--- config.mk ---
export PLATFORM = sky130hd
export DESIGN_NAME = conv_ctrl_reg
export DESIGN_NICKNAME = d
export VERILOG_FILES = /design/src/rtl/conv_ctrl_pkg.sv /design/src/rtl/ccr_rst_sync.sv /design/src/rtl/ccr_bus_decode.sv /design/src/rtl/ccr_mode_regs.sv /design/src/rtl/ccr_status_flags.sv /design/src/rtl/conv_ctrl_reg.sv
export SDC_FILE = /design/constraint.sdc
export NUM_CORES = 1
export LEC_CHECK = 0
export ABC_CLOCK_PERIOD_IN_PS = 2100
export BUFFER_PORTS_ARGS = -buffer_cell sky130_fd_sc_hd__buf_2
export CORE_AREA = 8 8 45 47
export DETAILED_ROUTE_END_ITERATION = 10
export DIE_AREA = 0 0 53 55
export GPL_TIMING_DRIVEN = 0
export PLACE_DENSITY = 0.68
export RECOVER_POWER = 100
export SYNTH_ARGS = -nofsm -noshare
export SYNTH_HDL_FRONTEND = slang
export SYNTH_SLANG_ARGS = --single-unit
--- constraint.sdc ---
create_clock -name clk -period 2.1 [get_ports clk]
set_clock_uncertainty 0.05 [all_clocks]
set_input_delay 0.105 -clock clk [delete_from_list [all_inputs] [get_ports clk]]
set_output_delay 0.105 -clock clk [all_outputs]
set_load 0.02 [all_outputs]
--- src/rtl/conv_ctrl_pkg.sv ---
package conv_ctrl_pkg;
  localparam int unsigned REG_W      = 8;
  localparam int unsigned B_LATCH    = 0;
  localparam int unsigned B_CAL      = 1;
  localparam int unsigned B_TRIG     = 2;
  localparam int unsigned B_PDN      = 3;
  localparam int unsigned B_RSV      = 4;
  localparam int unsigned B_PFAIL    = 5;
  localparam int unsigned B_CALERR   = 6;
  localparam int unsigned B_BUSY     = 7;
  localparam int unsigned SYNC_DEPTH = 2;

  typedef struct packed {
    logic latch;
    logic trig;
    logic pdn;
  } mode_t;
endpackage

--- src/rtl/ccr_rst_sync.sv ---
module ccr_rst_sync #(
  parameter int unsigned DEPTH = 2
) (
  input  logic clk,
  input  logic rst_n,
  output logic rst_n_sync
);
  logic [DEPTH-1:0] shreg;

  always_ff @(posedge clk or negedge rst_n) begin
    if (!rst_n) shreg <= '0;
    else        shreg <= {shreg[DEPTH-2:0], 1'b1};
  end

  assign rst_n_sync = shreg[DEPTH-1];
endmodule

--- src/rtl/ccr_bus_decode.sv ---
module ccr_bus_decode
  import conv_ctrl_pkg::*;
(
  input  logic             clk,
  input  logic             rst_n,
  input  logic             cs_n,
  input  logic             rd_n,
  input  logic             wr_n,
  input  logic             reg_sel,
  input  logic             byte_en,
  input  logic [REG_W-1:0] wdata,
  output logic             wr_ok,
  output logic             rd_ok
);
  logic wr_n_q;
  logic wr_rise;
  logic addr_ok;
  logic rsv_hit;

  always_ff @(posedge clk or negedge rst_n) begin
    if (!rst_n) wr_n_q <= 1'b1;
    else        wr_n_q <= wr_n;
  end

  always_comb begin
    wr_rise = !wr_n_q && wr_n && !cs_n;
    addr_ok = reg_sel && byte_en;
    rsv_hit = wdata[B_RSV] || wdata[B_CALERR];
    wr_ok   = wr_rise && addr_ok && !rsv_hit;
    rd_ok   = !cs_n && !rd_n && addr_ok;
  end


  wr_addr_chk: assert property (@(posedge clk) disable iff (!rst_n)
    wr_ok |-> (reg_sel && byte_en && !cs_n && $past(!wr_n)));


  rsv_drop_chk: assert property (@(posedge clk) disable iff (!rst_n)
    (wdata[B_RSV] || wdata[B_CALERR]) |-> !wr_ok);
endmodule

--- src/rtl/ccr_mode_regs.sv ---
module ccr_mode_regs
  import conv_ctrl_pkg::*;
(
  input  logic             clk,
  input  logic             rst_n,
  input  logic             wr_ok,
  input  logic [REG_W-1:0] wdata,
  input  logic             recov,
  output mode_t            mode,
  output logic             cal_req,
  output logic             cal_start
);
  mode_t mode_q, mode_d;
  logic  mode_en;
  logic  start_q, start_d;

  always_comb begin
    cal_req = (wr_ok && wdata[B_CAL]) || recov;
    mode_en = wr_ok || recov;
    mode_d  = mode_q;
    if (recov) begin
      mode_d = '0;
    end else if (wr_ok) begin
      mode_d.latch = wdata[B_LATCH];
      mode_d.trig  = wdata[B_TRIG];
      mode_d.pdn   = wdata[B_PDN];
    end
    if (cal_req) mode_d.pdn = 1'b0;
    start_d = cal_req;
  end

  always_ff @(posedge clk or negedge rst_n) begin
    if (!rst_n) begin
      mode_q  <= '0;
      start_q <= 1'b0;
    end else begin
      if (mode_en) mode_q <= mode_d;
      start_q <= start_d;
    end
  end

  assign mode      = mode_q;
  assign cal_start = start_q;


  cal_exits_pdn_chk: assert property (@(posedge clk) disable iff (!rst_n)
    cal_start |-> !mode_q.pdn);


  cal_pulse_chk: assert property (@(posedge clk) disable iff (!rst_n)
    (cal_start && !$past(recov) && !$past(wr_ok && wdata[B_CAL])) |-> 1'b0);


  hold_chk: assert property (@(posedge clk) disable iff (!rst_n)
    (!wr_ok && !recov) |=> $stable(mode_q));


  recov_chk: assert property (@(posedge clk) disable iff (!rst_n)
    recov |=> (cal_start && mode_q == '0));
endmodule

--- src/rtl/ccr_status_flags.sv ---
module ccr_status_flags
  import conv_ctrl_pkg::*;
(
  input  logic             clk,
  input  logic             rst_n,
  input  logic             supply_fail,
  input  logic             cal_ovf,
  input  logic             wr_ok,
  input  logic [REG_W-1:0] wdata,
  input  logic             cal_req,
  output logic             recov,
  output logic             pfail,
  output logic             calerr
);
  logic sf_q;
  logic pfail_q, pfail_d;
  logic calerr_q, calerr_d;

  always_comb begin
    recov    = sf_q && !supply_fail;
    pfail_d  = pfail_q;
    if (wr_ok && !wdata[B_PFAIL]) pfail_d = 1'b0;
    if (supply_fail)              pfail_d = 1'b1;
    calerr_d = calerr_q;
    if (cal_req) calerr_d = 1'b0;
    if (cal_ovf) calerr_d = 1'b1;
  end

  always_ff @(posedge clk or negedge rst_n) begin
    if (!rst_n) begin
      sf_q     <= 1'b0;
      pfail_q  <= 1'b0;
      calerr_q <= 1'b0;
    end else begin
      sf_q     <= supply_fail;
      pfail_q  <= pfail_d;
      calerr_q <= calerr_d;
    end
  end

  assign pfail  = pfail_q;
  assign calerr = calerr_q;


  pfail_set_chk: assert property (@(posedge clk) disable iff (!rst_n)
    supply_fail |=> pfail_q);


  pfail_sticky_chk: assert property (@(posedge clk) disable iff (!rst_n)
    (pfail_q && !wr_ok) |=> pfail_q);


  calerr_set_chk: assert property (@(posedge clk) disable iff (!rst_n)
    cal_ovf |=> calerr_q);


  recov_keeps_pfail_chk: assert property (@(posedge clk) disable iff (!rst_n)
    recov |=> pfail_q);
endmodule

--- src/rtl/conv_ctrl_reg.sv ---
module conv_ctrl_reg
  import conv_ctrl_pkg::*;
(
  input  logic             clk,
  input  logic             rst_n,
  input  logic             cs_n,
  input  logic             rd_n,
  input  logic             wr_n,
  input  logic             reg_sel,
  input  logic             byte_en,
  input  logic [REG_W-1:0] wdata,
  output logic [REG_W-1:0] rdata,
  input  logic             cal_busy,
  input  logic             conv_busy,
  input  logic             cal_ovf,
  input  logic             supply_fail,
  output logic             latch_mode,
  output logic             trig_mode,
  output logic             pwr_down,
  output logic             cal_start
);
  logic  rst_n_s;
  logic  wr_ok, rd_ok;
  logic  recov, cal_req;
  logic  pfail, calerr;
  mode_t mode;
  logic [REG_W-1:0] status;

  ccr_rst_sync #(.DEPTH(SYNC_DEPTH)) u_rst (
    .clk(clk), .rst_n(rst_n), .rst_n_sync(rst_n_s)
  );

  ccr_bus_decode u_bus (
    .clk(clk), .rst_n(rst_n_s), .cs_n(cs_n), .rd_n(rd_n), .wr_n(wr_n),
    .reg_sel(reg_sel), .byte_en(byte_en), .wdata(wdata),
    .wr_ok(wr_ok), .rd_ok(rd_ok)
  );

  ccr_mode_regs u_mode (
    .clk(clk), .rst_n(rst_n_s), .wr_ok(wr_ok), .wdata(wdata), .recov(recov),
    .mode(mode), .cal_req(cal_req), .cal_start(cal_start)
  );

  ccr_status_flags u_flags (
    .clk(clk), .rst_n(rst_n_s), .supply_fail(supply_fail), .cal_ovf(cal_ovf),
    .wr_ok(wr_ok), .wdata(wdata), .cal_req(cal_req),
    .recov(recov), .pfail(pfail), .calerr(calerr)
  );

  always_comb begin
    status           = '0;
    status[B_LATCH]  = mode.latch;
    status[B_CAL]    = cal_busy;
    status[B_TRIG]   = mode.trig;
    status[B_PDN]    = mode.pdn;
    status[B_PFAIL]  = pfail;
    status[B_CALERR] = calerr;
    status[B_BUSY]   = cal_busy || conv_busy;
    rdata            = rd_ok ? status : '0;
  end

  assign latch_mode = mode.latch;
  assign trig_mode  = mode.trig;
  assign pwr_down   = mode.pdn;


  undef_read_chk: assert property (@(posedge clk) disable iff (!rst_n_s)
    (reg_sel && !byte_en) |-> (rdata == '0));


  busy_read_chk: assert property (@(posedge clk) disable iff (!rst_n_s)
    (rd_ok && conv_busy) |-> rdata[B_BUSY]);
endmodule

==> results.md, run 1 <==
* HPWL Detailed at 907 microns
* Die Footprint at 2920 sq um
* Post-Synthesis Net Count at 60
* Library cell contributing the largest single delay on the critical path: sky130_fd_sc_hd__dlygate4sd3_1
* Routed via count at 398
* Critical path launch point type: input port
* Overall fraction of global-route tracks in use at 7.66%
* Average via count per standard cell at 4.28
* Antenna violations before repair at 0
* Main area contributors after synthesis: sky130_fd_sc_hd__dfrtp_1 (49%), sky130_fd_sc_hd__and2_1 (8.2%), sky130_fd_sc_hd__dfstp_2 (5.8%)
* LEAKAGE at 0.312 nW
* Crit path capture type: flip-flop
* CTS buffer count at 3
* Critical Path AT at 1.45 ns
* Count of cells along the worst hold path at 3
* Post-synth top area share at 49.3%
* Hold Fails Final Rpt at 0
* Floorplan row count at 14
* Number of levels the H-tree was split into at 1
* Post-detailed-route count of antenna-violating nets at 0
* Final routed wire length divided by cell count at 12.4 microns
* Per-instance average area after synthesis at 11.1 sq um
* Hold slack at 0.0311 ns
* Die X-Extent at 53 microns
* Flip-flop cell with the highest count after synthesis: sky130_fd_sc_hd__dfrtp_1
* Maximum number of pins on one net before global-route repair at 9
* Number of maximum-capacitance violations at 0
* Biggest area consumer among synthesized cells: sky130_fd_sc_hd__dfrtp_1
* # port buffers at 28
* Initial Utilization at 33.0%
* Total congestion overflow at 0
* Via count of the first global-routing pass at 393
* Async S/R FF share, synth at 100%
* Placeable core region at 1380 sq um
* Result of the run: finished clean
* Maximum net fanout on the critical path at 4
* Number of nets in the final layout at 97
* Number of setup buffers added after CTS at 0
* CTS tree: yes
* Clock Root Buffer: sky130_fd_sc_hd__clkbuf_4
* Post-synthesis cell count at 41
* Pwr per Cell Area at 639 nW/um^2
* Count of clock tree sinks at 10
* Clock Tree Buf Depth at 2
* Number of setup violations in the final report at 0
* Most common library cells after synthesis: sky130_fd_sc_hd__dfrtp_1 (9), sky130_fd_sc_hd__and2_1 (6), sky130_fd_sc_hd__nand2_1 (4)
* FF+latch count, synth at 10
* Skew-Pair Late Insertion Delay at 0.27 ns
* EDFF count, synth at 0
* Post-Route WL at 1160 microns
* Hold WC Path Type: input port to flip-flop
* Crit path largest cell delay at 0.54 ns
* Highest clock frequency the design can meet at 750 MHz
* Count of inserted antenna diode cells at 0
* Pre-Repair DR Iteration Count at 3
* Sequential cell area fraction in the yosys report at 55.1%
* Synthesis-to-finish area growth at 46.8%
* Routability congestion estimate at 0.689
* Final total negative setup slack at 0 ns
* Summed instance area of the synthesized netlist at 457 sq um
* Worst supply voltage drop on vdd at 0.256 mV
* Wire length of the first global-routing pass at 1630 microns
* Crit Path Class: input port to flip-flop
* Clock slew at reported path FFs at 0.07 ns
* Distinct cell type count after synthesis at 21
* RSZ-0062 raised after global routing: no
* Pins Over Slew Limit at 0
* Number of remaining DRC errors at 0
* Ratio of cells with drive above 1 in the final layout at 28.6%
* Yosys warning count at 0
* Critical Path, Cell by Cell: dlygate4sd3_1 > clkbuf_1 > nor4b_4 > nand3_1 > a31o_1
* Top-level I/O count at 31
* Minimum period implied by the final worst setup slack at 1.33 ns
* Final worst-path cycle share at 63.5%
* Number of DRC markers after the initial detailed-route iteration at 4
* Worst reg-to-reg path cell count at 3
* Cell with the most instances after synthesis: sky130_fd_sc_hd__dfrtp_1
* Y dimension of the die at 55 microns
* Required time worst endpoint at 2.22 ns
-- timing repair --
action / CTS / global route
gates resized for setup: 0 / 0
hold buffers: 4 / 0
hold endpoints to repair: 5 / 0
-- area by class of cell --
| class | instances | area (sq um) |
|---|---|---|
| Tap cell | 16 | 20.0 |
| Fill cell | 145 | 713 |
| Buffer | 2 | 11.3 |
| Clock buffer | 4 | 36.3 |
| Timing Repair Buffer | 32 | 163 |
| Sequential cell | 10 | 251 |
| Multi-Input combinational cell | 29 | 189 |
-- sequential cells by signal (all words and copies together), names as in the netlist --
name              count
u_mode.mode           3
u_rst.shreg           2
u_bus.wr_n_q          1
u_flags.calerr        1
u_flags.pfail         1
u_flags.sf_q          1
u_mode.cal_start      1
-- where the power goes --
group          leakage (nW)  switching [mW]  total [mW]  internal [mW]
clock network        0.0210          0.0711       0.177          0.105
registers             0.119         0.00521       0.205          0.200
logic                 0.172          0.0222      0.0466         0.0244
total                 0.312          0.0986       0.429          0.330
-- cell families (layout without fill, tap and decap cells) --
family                 after synthesis  in the layout  share of synthesized area (%)
AO/OA/AOI/OAI                        5              5                           6.85
buffers and inverters                2             38                           2.47
flip-flops                          10             10                           55.1
multiplexers                         1              1                           2.19
other                                2              2                           1.64
AND/OR/NAND/NOR                     21             21                           31.8
-- metrics by stage --
stage	total power, mW	cells	area (sq um)	utilization [%]	setup slack, ns
3_5_place_dp	0.252	85	617	44.6	0.869
5_1_grt	0.447	93	671	48.5	0.668
2_1_floorplan	0.228	41	457	-	0.923
3_3_place_gp	0.251	85	617	44.6	0.876
4_1_cts	0.432	93	693	50.1	0.830
6_report	0.429	93	671	48.5	0.766
-- metal layers --
metal  global-route usage (%)  vias up  wire length, microns
li1                         -      206                     -
met1                     7.79      167                   479
met2                     11.5       22                   458
met3                     4.81        3                   195
met4                     5.17        0                    23
met5                        0        -                     0
-- cells in the final DEF, fill, tap and decap left out, drive strengths merged --
cell type / netlist / layout
dfrtp: 9 / 9
dlygate4sd3: 0 / 4
a21oi: 1 / 1
nand3b: 1 / 1
o21ai: 2 / 2
nand4: 2 / 2
clkbuf: 1 / 19
o21a: 1 / 1
and3b: 1 / 1
nand3: 1 / 1
nand2b: 1 / 1
nor2: 2 / 2
mux2i: 1 / 1
buf: 1 / 15
and2: 7 / 7
nor4b: 1 / 1
and2b: 1 / 1
a31o: 1 / 1
conb: 2 / 2
nand2: 4 / 4
dfstp: 1 / 1
-- final timing paths --
kind                           startpoint               end  slack (ns)
setup / recovery                     wr_n    u_flags.calerr        0.77
hold / removal                   wdata[0]    u_mode.mode[2]        0.03
setup reg to reg             u_bus.wr_n_q    u_flags.calerr        0.85
hold reg to reg            u_rst.shreg[1]  u_mode.cal_start        0.08
max in group asynchronous  u_rst.shreg[1]      u_bus.wr_n_q        1.62
min in group asynchronous  u_rst.shreg[1]  u_mode.cal_start        0.08
-- worst max-delay path, delay by kind of cell --
family | cells | cell delay, ns
AOI/OAI and AO/OA | 1 | 0.23
buffers and inverters | 2 | 0.68
and+or+nand+nor | 2 | 0.43
(Power assumes the default switching activity.)
==> run 2: changes to the inputs <==
--- a/config.mk
+++ b/config.mk
@@ -5,13 +5,14 @@
 export SDC_FILE = /design/constraint.sdc
 export NUM_CORES = 1
 export LEC_CHECK = 0
-export ABC_CLOCK_PERIOD_IN_PS = 2100
+export ABC_AREA = 1
+export ABC_CLOCK_PERIOD_IN_PS = 1400
 export BUFFER_PORTS_ARGS = -buffer_cell sky130_fd_sc_hd__buf_2
 export CORE_AREA = 8 8 45 47
 export DETAILED_ROUTE_END_ITERATION = 10
 export DIE_AREA = 0 0 53 55
 export GPL_TIMING_DRIVEN = 0
-export PLACE_DENSITY = 0.68
+export PLACE_DENSITY = 0.71
 export RECOVER_POWER = 100
 export SYNTH_ARGS = -nofsm -noshare
 export SYNTH_HDL_FRONTEND = slang
==> constraint.sdc (replaced) <==
create_clock -name clk -period 1.4 [get_ports clk]
set_clock_uncertainty 0.05 [all_clocks]
set_input_delay 0.07 -clock clk [delete_from_list [all_inputs] [get_ports clk]]
set_output_delay 0.07 -clock clk [all_outputs]
set_load 0.02 [all_outputs]
==> results.md, run 2 <==
* Clock share of power at 39.7% (-1.5 points)
* Required time worst endpoint at 1.28 ns (-0.94 ns)
* Post-synth top area share at 46.3% (-3.0 points)
* Crit path capture type: primary output
* Hold WC Path Type: input port to flip-flop
* Top-level I/O count at 31 (unchanged)
* Summed instance area of the synthesized netlist at 487 sq um (+6.6%)
* Post-cts sizing count at 0 (unchanged)
* Library cell contributing the largest single delay on the critical path: sky130_fd_sc_hd__dfrtp_1
* Crit path largest cell delay at 0.37 ns (-0.17 ns)
* Hold Fails Final Rpt at 0 (unchanged)
* Worst supply voltage drop on vdd at 0.495 mV (+94%)
* Cell with the most instances after synthesis: sky130_fd_sc_hd__nand2_1
* Post-Route WL at 1190 microns (+2.6%)
* Critical Path AT at 1.02 ns (-0.43 ns)
* FF+latch count, synth at 10 (unchanged)
* Flip-flop cell with the highest count after synthesis: sky130_fd_sc_hd__dfrtp_1
* Met3 track demand over resource in global routing at 3.74% (-1.1 points)
* Die X-Extent at 53 microns (unchanged)
* Count of clock tree sinks at 10 (unchanged)
* Initial Utilization at 35.2% (+2.2 points)
* CTS buffer count at 3 (unchanged)
* Internal power summed over all cells at 0.498 mW (+51%)
* Clock Root Buffer: sky130_fd_sc_hd__clkbuf_4
* Minimum period implied by the final worst setup slack at 1.14 ns
* Clock slew at reported path FFs at 0.07 ns (about the same)
* Most common library cells after synthesis: sky130_fd_sc_hd__nand2_1 (13), sky130_fd_sc_hd__inv_1 (11), sky130_fd_sc_hd__nor2_1 (10)
* GRT met1 Usage at 9.56% (+1.8 points)
* Pins Over Slew Limit at 0 (unchanged)
* Number of maximum-capacitance violations at 0 (unchanged)
* Pwr per Cell Area at 891 nW/um^2 (+40%)
* Critical path launch point type: flip-flop
* Wire length of the first global-routing pass at 1860 microns (+14%)
* Placeable core region at 1380 sq um (unchanged)
* Part of the total power dissipated in sequential elements at 47.5% (-0.4 points)
* CTS tree: yes
* Clock Tree Buf Depth at 2 (unchanged)
* Number of flip-flops under the largest register name at 3 (unchanged)
* Floorplan row count at 14 (unchanged)
* Switching Share at 23.2% (+0.15 points)
* Overall fraction of global-route tracks in use at 8.78% (+1.1 points)
* Skew-Pair Late Insertion Delay at 0.26 ns (about the same)
* Final routed wire length divided by cell count at 10.2 microns (-18%)
* Post-Synthesis Net Count at 81 (+35%)
* Maximum net fanout on the critical path at 3 (-1)
* Sequential cell area fraction in the yosys report at 51.7% (-3.4 points)
* Result of the run: finished clean
* Post-synthesis cell count at 62 (+51%)
* Core utilization of the finished layout at 52.5% (+4.1 points)
* Pre-Repair DR Iteration Count at 2 (-1)
* Number of nets in the final layout at 120 (+24%)
* Number of DRC markers after the initial detailed-route iteration at 3 (-1)
* Final total negative setup slack at 0 ns (unchanged)
* Number of setup violations in the final report at 0 (unchanged)
* Routability congestion estimate at 0.719 (+4.3%)
* Count of inserted antenna diode cells at 0 (unchanged)
* Maximum number of pins on one net before global-route repair at 9 (unchanged)
* LEAKAGE at 0.393 nW (+26%)
* Commonest non-fill, non-tap cell in the layout: sky130_fd_sc_hd__buf_2
* Y dimension of the die at 55 microns (unchanged)
* Antenna violations before repair at 0 (unchanged)
* Number of remaining DRC errors at 0 (unchanged)
* Critical Path, Cell by Cell: inv_1 > nor2_1 > clkbuf_1
* Total net switching power at 0.150 mW (+52%)
* Buffers and inverters on the worst path at 2 (unchanged)
* Average via count per standard cell at 4.08 (-4.7%)
* Main area contributors after synthesis: sky130_fd_sc_hd__dfrtp_1 (46%), sky130_fd_sc_hd__nand2_1 (10%), sky130_fd_sc_hd__inv_1 (8.5%)
* Top library cells by usage in the layout, fill and taps aside: sky130_fd_sc_hd__buf_2 (15), sky130_fd_sc_hd__nand2_1 (13), sky130_fd_sc_hd__clkbuf_1 (13)
* Async S/R FF share, synth at 100% (unchanged)
* Per-instance average area after synthesis at 7.85 sq um (-30%)
* Ratio of cells with drive above 1 in the final layout at 28.0% (-0.57 points)
* RSZ-0062 raised after global routing: no
* Final worst-path cycle share at 81.5%
* Biggest area consumer among synthesized cells: sky130_fd_sc_hd__dfrtp_1
* Total power at 0.648 mW (+51%)
* Highest clock frequency the design can meet at 877 MHz
* Combinational share of power at 12.7% (+1.8 points)
* Highest-utilization routing layer at the global route stage: met2
* Crit Path Class: flip-flop to primary output
* Total congestion overflow at 0 (unchanged)
* Post-detailed-route count of antenna-violating nets at 0 (unchanged)
* EDFF count, synth at 0 (unchanged)
* Distinct cell type count after synthesis at 15 (-29%)
* Via count of the first global-routing pass at 452 (+15%)
* CP top delay family: flip-flops
* Number of levels the H-tree was split into at 1 (unchanged)
* Die Footprint at 2920 sq um (unchanged)
* Routed via count at 473 (+19%)
* Synthesis-to-finish area growth at 49.4%
* # port buffers at 28 (unchanged)
* Yosys warning count at 0 (unchanged)
* Met2 Use GR at 12.9% (+1.4 points)
[run 2: worst paths after layout]
path	startpoint	to	slack [ns]	cells after the start
min in group asynchronous	rst_n	u_rst.shreg[0]	0.07	2
worst max register to register	u_bus.wr_n_q	u_flags.calerr	0.41	6
max in group asynchronous	u_rst.shreg[1]	u_bus.wr_n_q	0.93	0
worst min register to register	u_rst.shreg[1]	u_mode.cal_start	0.08	0
worst min-delay path	wdata[3]	u_mode.mode[0]	0.006	3
worst max-delay path	u_mode.mode[2]	rdata[0]	0.26	3
[run 2: timing repair]
item | 4_1_cts | 5_1_grt
buffers inserted | 0 | 0
endpoints found under the hold margin | 8 | 0
hold buffers | 6 | 0
[run 2: cell type report]
class                           count  area, sq um
Fill cell                         154          657
Sequential cell                    10          251
Timing Repair Buffer               34          184
Multi-Input combinational cell     38          179
Inverter                           13         48.8
Clock buffer                        4         36.3
Tap cell                           16         20.0
Buffer                              1         7.51
[run 2: metrics by stage]
stage	setup slack (ns)	instances	hold slack (ns)	area (sq um)
after floorplan	0.453	62	-0.276	487
after detailed placement	0.410	106	-0.193	647
after global placement	0.421	106	-0.195	647
after global routing	0.188	116	0.0249	727
final	0.259	116	0.00623	727
after CTS	0.328	116	0.00269	743
[run 2: per-layer routing]
layer / routed length, microns / vias to the layer above
met3: 176 / 0
met4: 0 / 0
met5: 0 / -
met2: 524 / 21
li1: - / 255
met1: 486 / 197
[run 2: kinds of logic after synthesis]
group / synth area share [%]
buffers and inverters: 11.6
DFF: 51.7
other: 1.54
and+or+nand+nor: 35.2
[run 2: worst register-to-register path, stage by stage (launching register included)]
cell                      delay, ns
sky130_fd_sc_hd__dfstp_2       0.52
sky130_fd_sc_hd__inv_2         0.03
sky130_fd_sc_hd__nand2_1       0.04
sky130_fd_sc_hd__nor2_1        0.05
sky130_fd_sc_hd__nand3_1       0.10
sky130_fd_sc_hd__nand3_1       0.07
sky130_fd_sc_hd__nand2_1       0.06
[run 2: power by group through the flow]
stage	Clock [mW]	Combinational [mW]	Sequential [mW]
after floorplan	0	0.0322	0.315
after global placement	0	0.0712	0.313
after detailed placement	0	0.0722	0.314
after CTS	0.267	0.0852	0.308
after global routing	0.271	0.0927	0.310
final	0.257	0.0824	0.308
==> run 3: changes to the inputs <==
--- a/config.mk
+++ b/config.mk
@@ -5,14 +5,14 @@
 export SDC_FILE = /design/constraint.sdc
 export NUM_CORES = 1
 export LEC_CHECK = 0
-export ABC_AREA = 1
-export ABC_CLOCK_PERIOD_IN_PS = 1400
+export ABC_AREA = 0
+export ABC_CLOCK_PERIOD_IN_PS = 900
 export BUFFER_PORTS_ARGS = -buffer_cell sky130_fd_sc_hd__buf_2
-export CORE_AREA = 8 8 45 47
+export CORE_MARGIN = 8
+export CORE_UTILIZATION = 34
 export DETAILED_ROUTE_END_ITERATION = 10
-export DIE_AREA = 0 0 53 55
 export GPL_TIMING_DRIVEN = 0
-export PLACE_DENSITY = 0.71
+export PLACE_DENSITY = 0.7
 export RECOVER_POWER = 100
 export SYNTH_ARGS = -nofsm -noshare
 export SYNTH_HDL_FRONTEND = slang
==> constraint.sdc (replaced) <==
create_clock -name clk -period 0.9 [get_ports clk]
set_clock_uncertainty 0.05 [all_clocks]
set_input_delay 0.045 -clock clk [delete_from_list [all_inputs] [get_ports clk]]
set_output_delay 0.045 -clock clk [all_outputs]
set_load 0.02 [all_outputs]
==> results.md, run 3 (synthesis gave the netlist of run 1 again) <==
* Library cell contributing the largest single delay on the critical path: sky130_fd_sc_hd__dfstp_2
* Setup WS post-layout at -0.288 ns (-0.548 ns)
* Top library cells by usage in the layout, fill and taps aside: sky130_fd_sc_hd__buf_6 (13), sky130_fd_sc_hd__buf_2 (12), sky130_fd_sc_hd__buf_4 (9), sky130_fd_sc_hd__dlygate4sd3_1 (9), sky130_fd_sc_hd__dfrtp_1 (9)
* Count of inserted antenna diode cells at 0 (unchanged)
* Antenna violations before repair at 0 (unchanged)
* Number of maximum-capacitance violations at 0 (unchanged)
* Count of clock tree sinks at 10 (unchanged)
* Post-detailed-route count of antenna-violating nets at 0 (unchanged)
* Critical Path AT at 1.29 ns (+0.27 ns)
* Ratio of cells with drive above 1 in the final layout at 57.3% (+29 points)
* Via count of the first global-routing pass at 481 (+6.4%)
* Number of nets in the final layout at 109 (-9.2%)
* Number of levels the H-tree was split into at 1 (unchanged)
* Highest clock frequency the design can meet at 842 MHz
* Clock Tree Buf Depth at 2 (unchanged)
* Die X-Extent at 52.7 microns (-0.66%)
* Result of the run: complete, but fails checks
* Die Footprint at 2770 sq um (-4.9%)
* Number of remaining DRC errors at 0 (unchanged)
* # port buffers at 28 (unchanged)
* Worst setup slack before clock tree synthesis at -0.307 ns (-0.717 ns)
* HPWL Detailed at 895 microns
* Routability congestion estimate at 0.685 (-4.8%)
* Number of setup violations in the final report at 16 (+16)
* Critical path launch point type: flip-flop
* Pre-Repair DR Iteration Count at 5 (+3)
* Wire length of the first global-routing pass at 2060 microns (+10%)
* Top-level I/O count at 31 (unchanged)
* RSZ-0062 raised after global routing: yes
* Hold WC Path Type: input port to flip-flop
* Buffers and inverters on the worst path at 1 (-1)
* LEAKAGE at 0.439 nW (+11%)
* Violations in the final reports: negative setup slack
* Y dimension of the die at 52.7 microns (-4.3%)
* Commonest non-fill, non-tap cell in the layout: sky130_fd_sc_hd__buf_6
* Final total negative setup slack at -2.19 ns (-2.19 ns)
* Routed via count at 465 (-1.7%)
* Post-route cell area at 897 sq um (+23%)
* Pins Over Slew Limit at 0 (unchanged)
* Floorplan row count at 13 (-1)
* Maximum number of pins on one net before global-route repair at 9 (unchanged)
* Number of standard cells in the final layout excluding fillers at 104 (-10%)
* Pwr per Cell Area at 1160 nW/um^2 (+31%)
* Number of DRC markers after the initial detailed-route iteration at 3 (unchanged)
* Final routed wire length divided by cell count at 13.4 microns (+31%)
* Clock Root Buffer: sky130_fd_sc_hd__clkbuf_4
* CTS buffer count at 3 (unchanged)
* Placeable core region at 1280 sq um (-7.1%)
* CTS tree: yes
* Crit path capture type: flip-flop
* CP top delay family: flip-flops
* Synthesis-to-finish area growth at 96.4%
* Dpl cell area at 616 sq um (-4.8%)
* Required time worst endpoint at 1.00 ns (-0.28 ns)
* Maximum net fanout on the critical path at 2 (-1)
* Hold Fails Final Rpt at 0 (unchanged)
* Minimum period implied by the final worst setup slack at 1.19 ns
* Average via count per standard cell at 4.47 (+9.7%)
* Crit Path Class: flip-flop to flip-flop
* Final worst-path cycle share at 132%
* Worst supply voltage drop on vdd at 0.823 mV (+66%)
* Initial Utilization at 35.5% (+0.37 points)
* Skew-Pair Late Insertion Delay at 0.27 ns (about the same)
* Count of placed standard cells including taps at 84 (-21%)
* Critical Path, Cell by Cell: nor4b_4 > buf_4 > nand3_2 > a31o_1
* Hold slack at 0.0170 ns (+0.0108 ns)
* Number of fillers in the final layout at 103 (-33%)
* Crit path largest cell delay at 0.37 ns (about the same)
* Overall fraction of global-route tracks in use at 10.1% (+1.3 points)
* Total congestion overflow at 0 (unchanged)
* Clock slew at reported path FFs at 0.06 ns (about the same)
* Number of flip-flops under the largest register name at 3 (unchanged)
* Post-Route WL at 1390 microns (+17%)
-- run 3: layout make-up --
cell class,count,area (sq um),area share (%)
well taps,15,18.8,2.09
plain buffers,1,7.51,0.837
repair buffers,45,368,41.0
clock buffers,4,36.3,4.04
flip-flops and latches,10,251,28.0
multi-input cells,29,215,24.0
-- run 3: routing by layer --
layer	GRT usage, %	share of wire [%]	wire (microns)
met2	18.2	53	737
met5	0	0	0
met3	6.53	12	165
met1	9.06	35	490
met4	2.59	0	0
-- run 3: timing repair --
action                                  CTS  global route
gates resized for setup                  31             3
hold endpoints to repair                  9             0
buffers inserted                          5             3
cloned                                    0             0
pin swaps                                 2             3
endpoints found under the setup margin   16            17
hold buffers                              9             0
-- run 3: path summary, 6_finish.rpt --
kind	startpoint	to	slack, ns	cells after the start
setup / recovery	u_bus.wr_n_q	u_flags.calerr	-0.29	4
hold / removal	wdata[3]	u_mode.mode[0]	0.02	3
setup reg to reg	u_bus.wr_n_q	u_flags.calerr	-0.29	4
hold reg to reg	u_rst.shreg[1]	u_flags.pfail	0.08	0
max in group asynchronous	u_rst.shreg[1]	u_bus.wr_n_q	0.42	0
min in group asynchronous	rst_n	u_rst.shreg[1]	0.03	2
-- run 3: per-stage QoR --
step	util, %	total power [mW]
5_1_grt	69.8	1.09
4_1_cts	67.9	1.05
3_5_place_dp	47.9	0.588
3_3_place_gp	47.9	0.586
2_1_floorplan	-	0.531
6_report	69.8	1.04
-- run 3: worst reg2reg max path: stages (launching register included) --
cell	delay, ns
sky130_fd_sc_hd__dfstp_2	0.37
sky130_fd_sc_hd__nor4b_4	0.26
sky130_fd_sc_hd__buf_4	0.16
sky130_fd_sc_hd__nand3_2	0.06
sky130_fd_sc_hd__a31o_1	0.17
-- run 3: power breakdown --
group	internal, mW	leakage, nW	switching [mW]	total (mW)
Sequential	0.467	0.119	0.0134	0.480
Clock	0.246	0.0210	0.157	0.402
Combinational	0.0999	0.299	0.0609	0.161
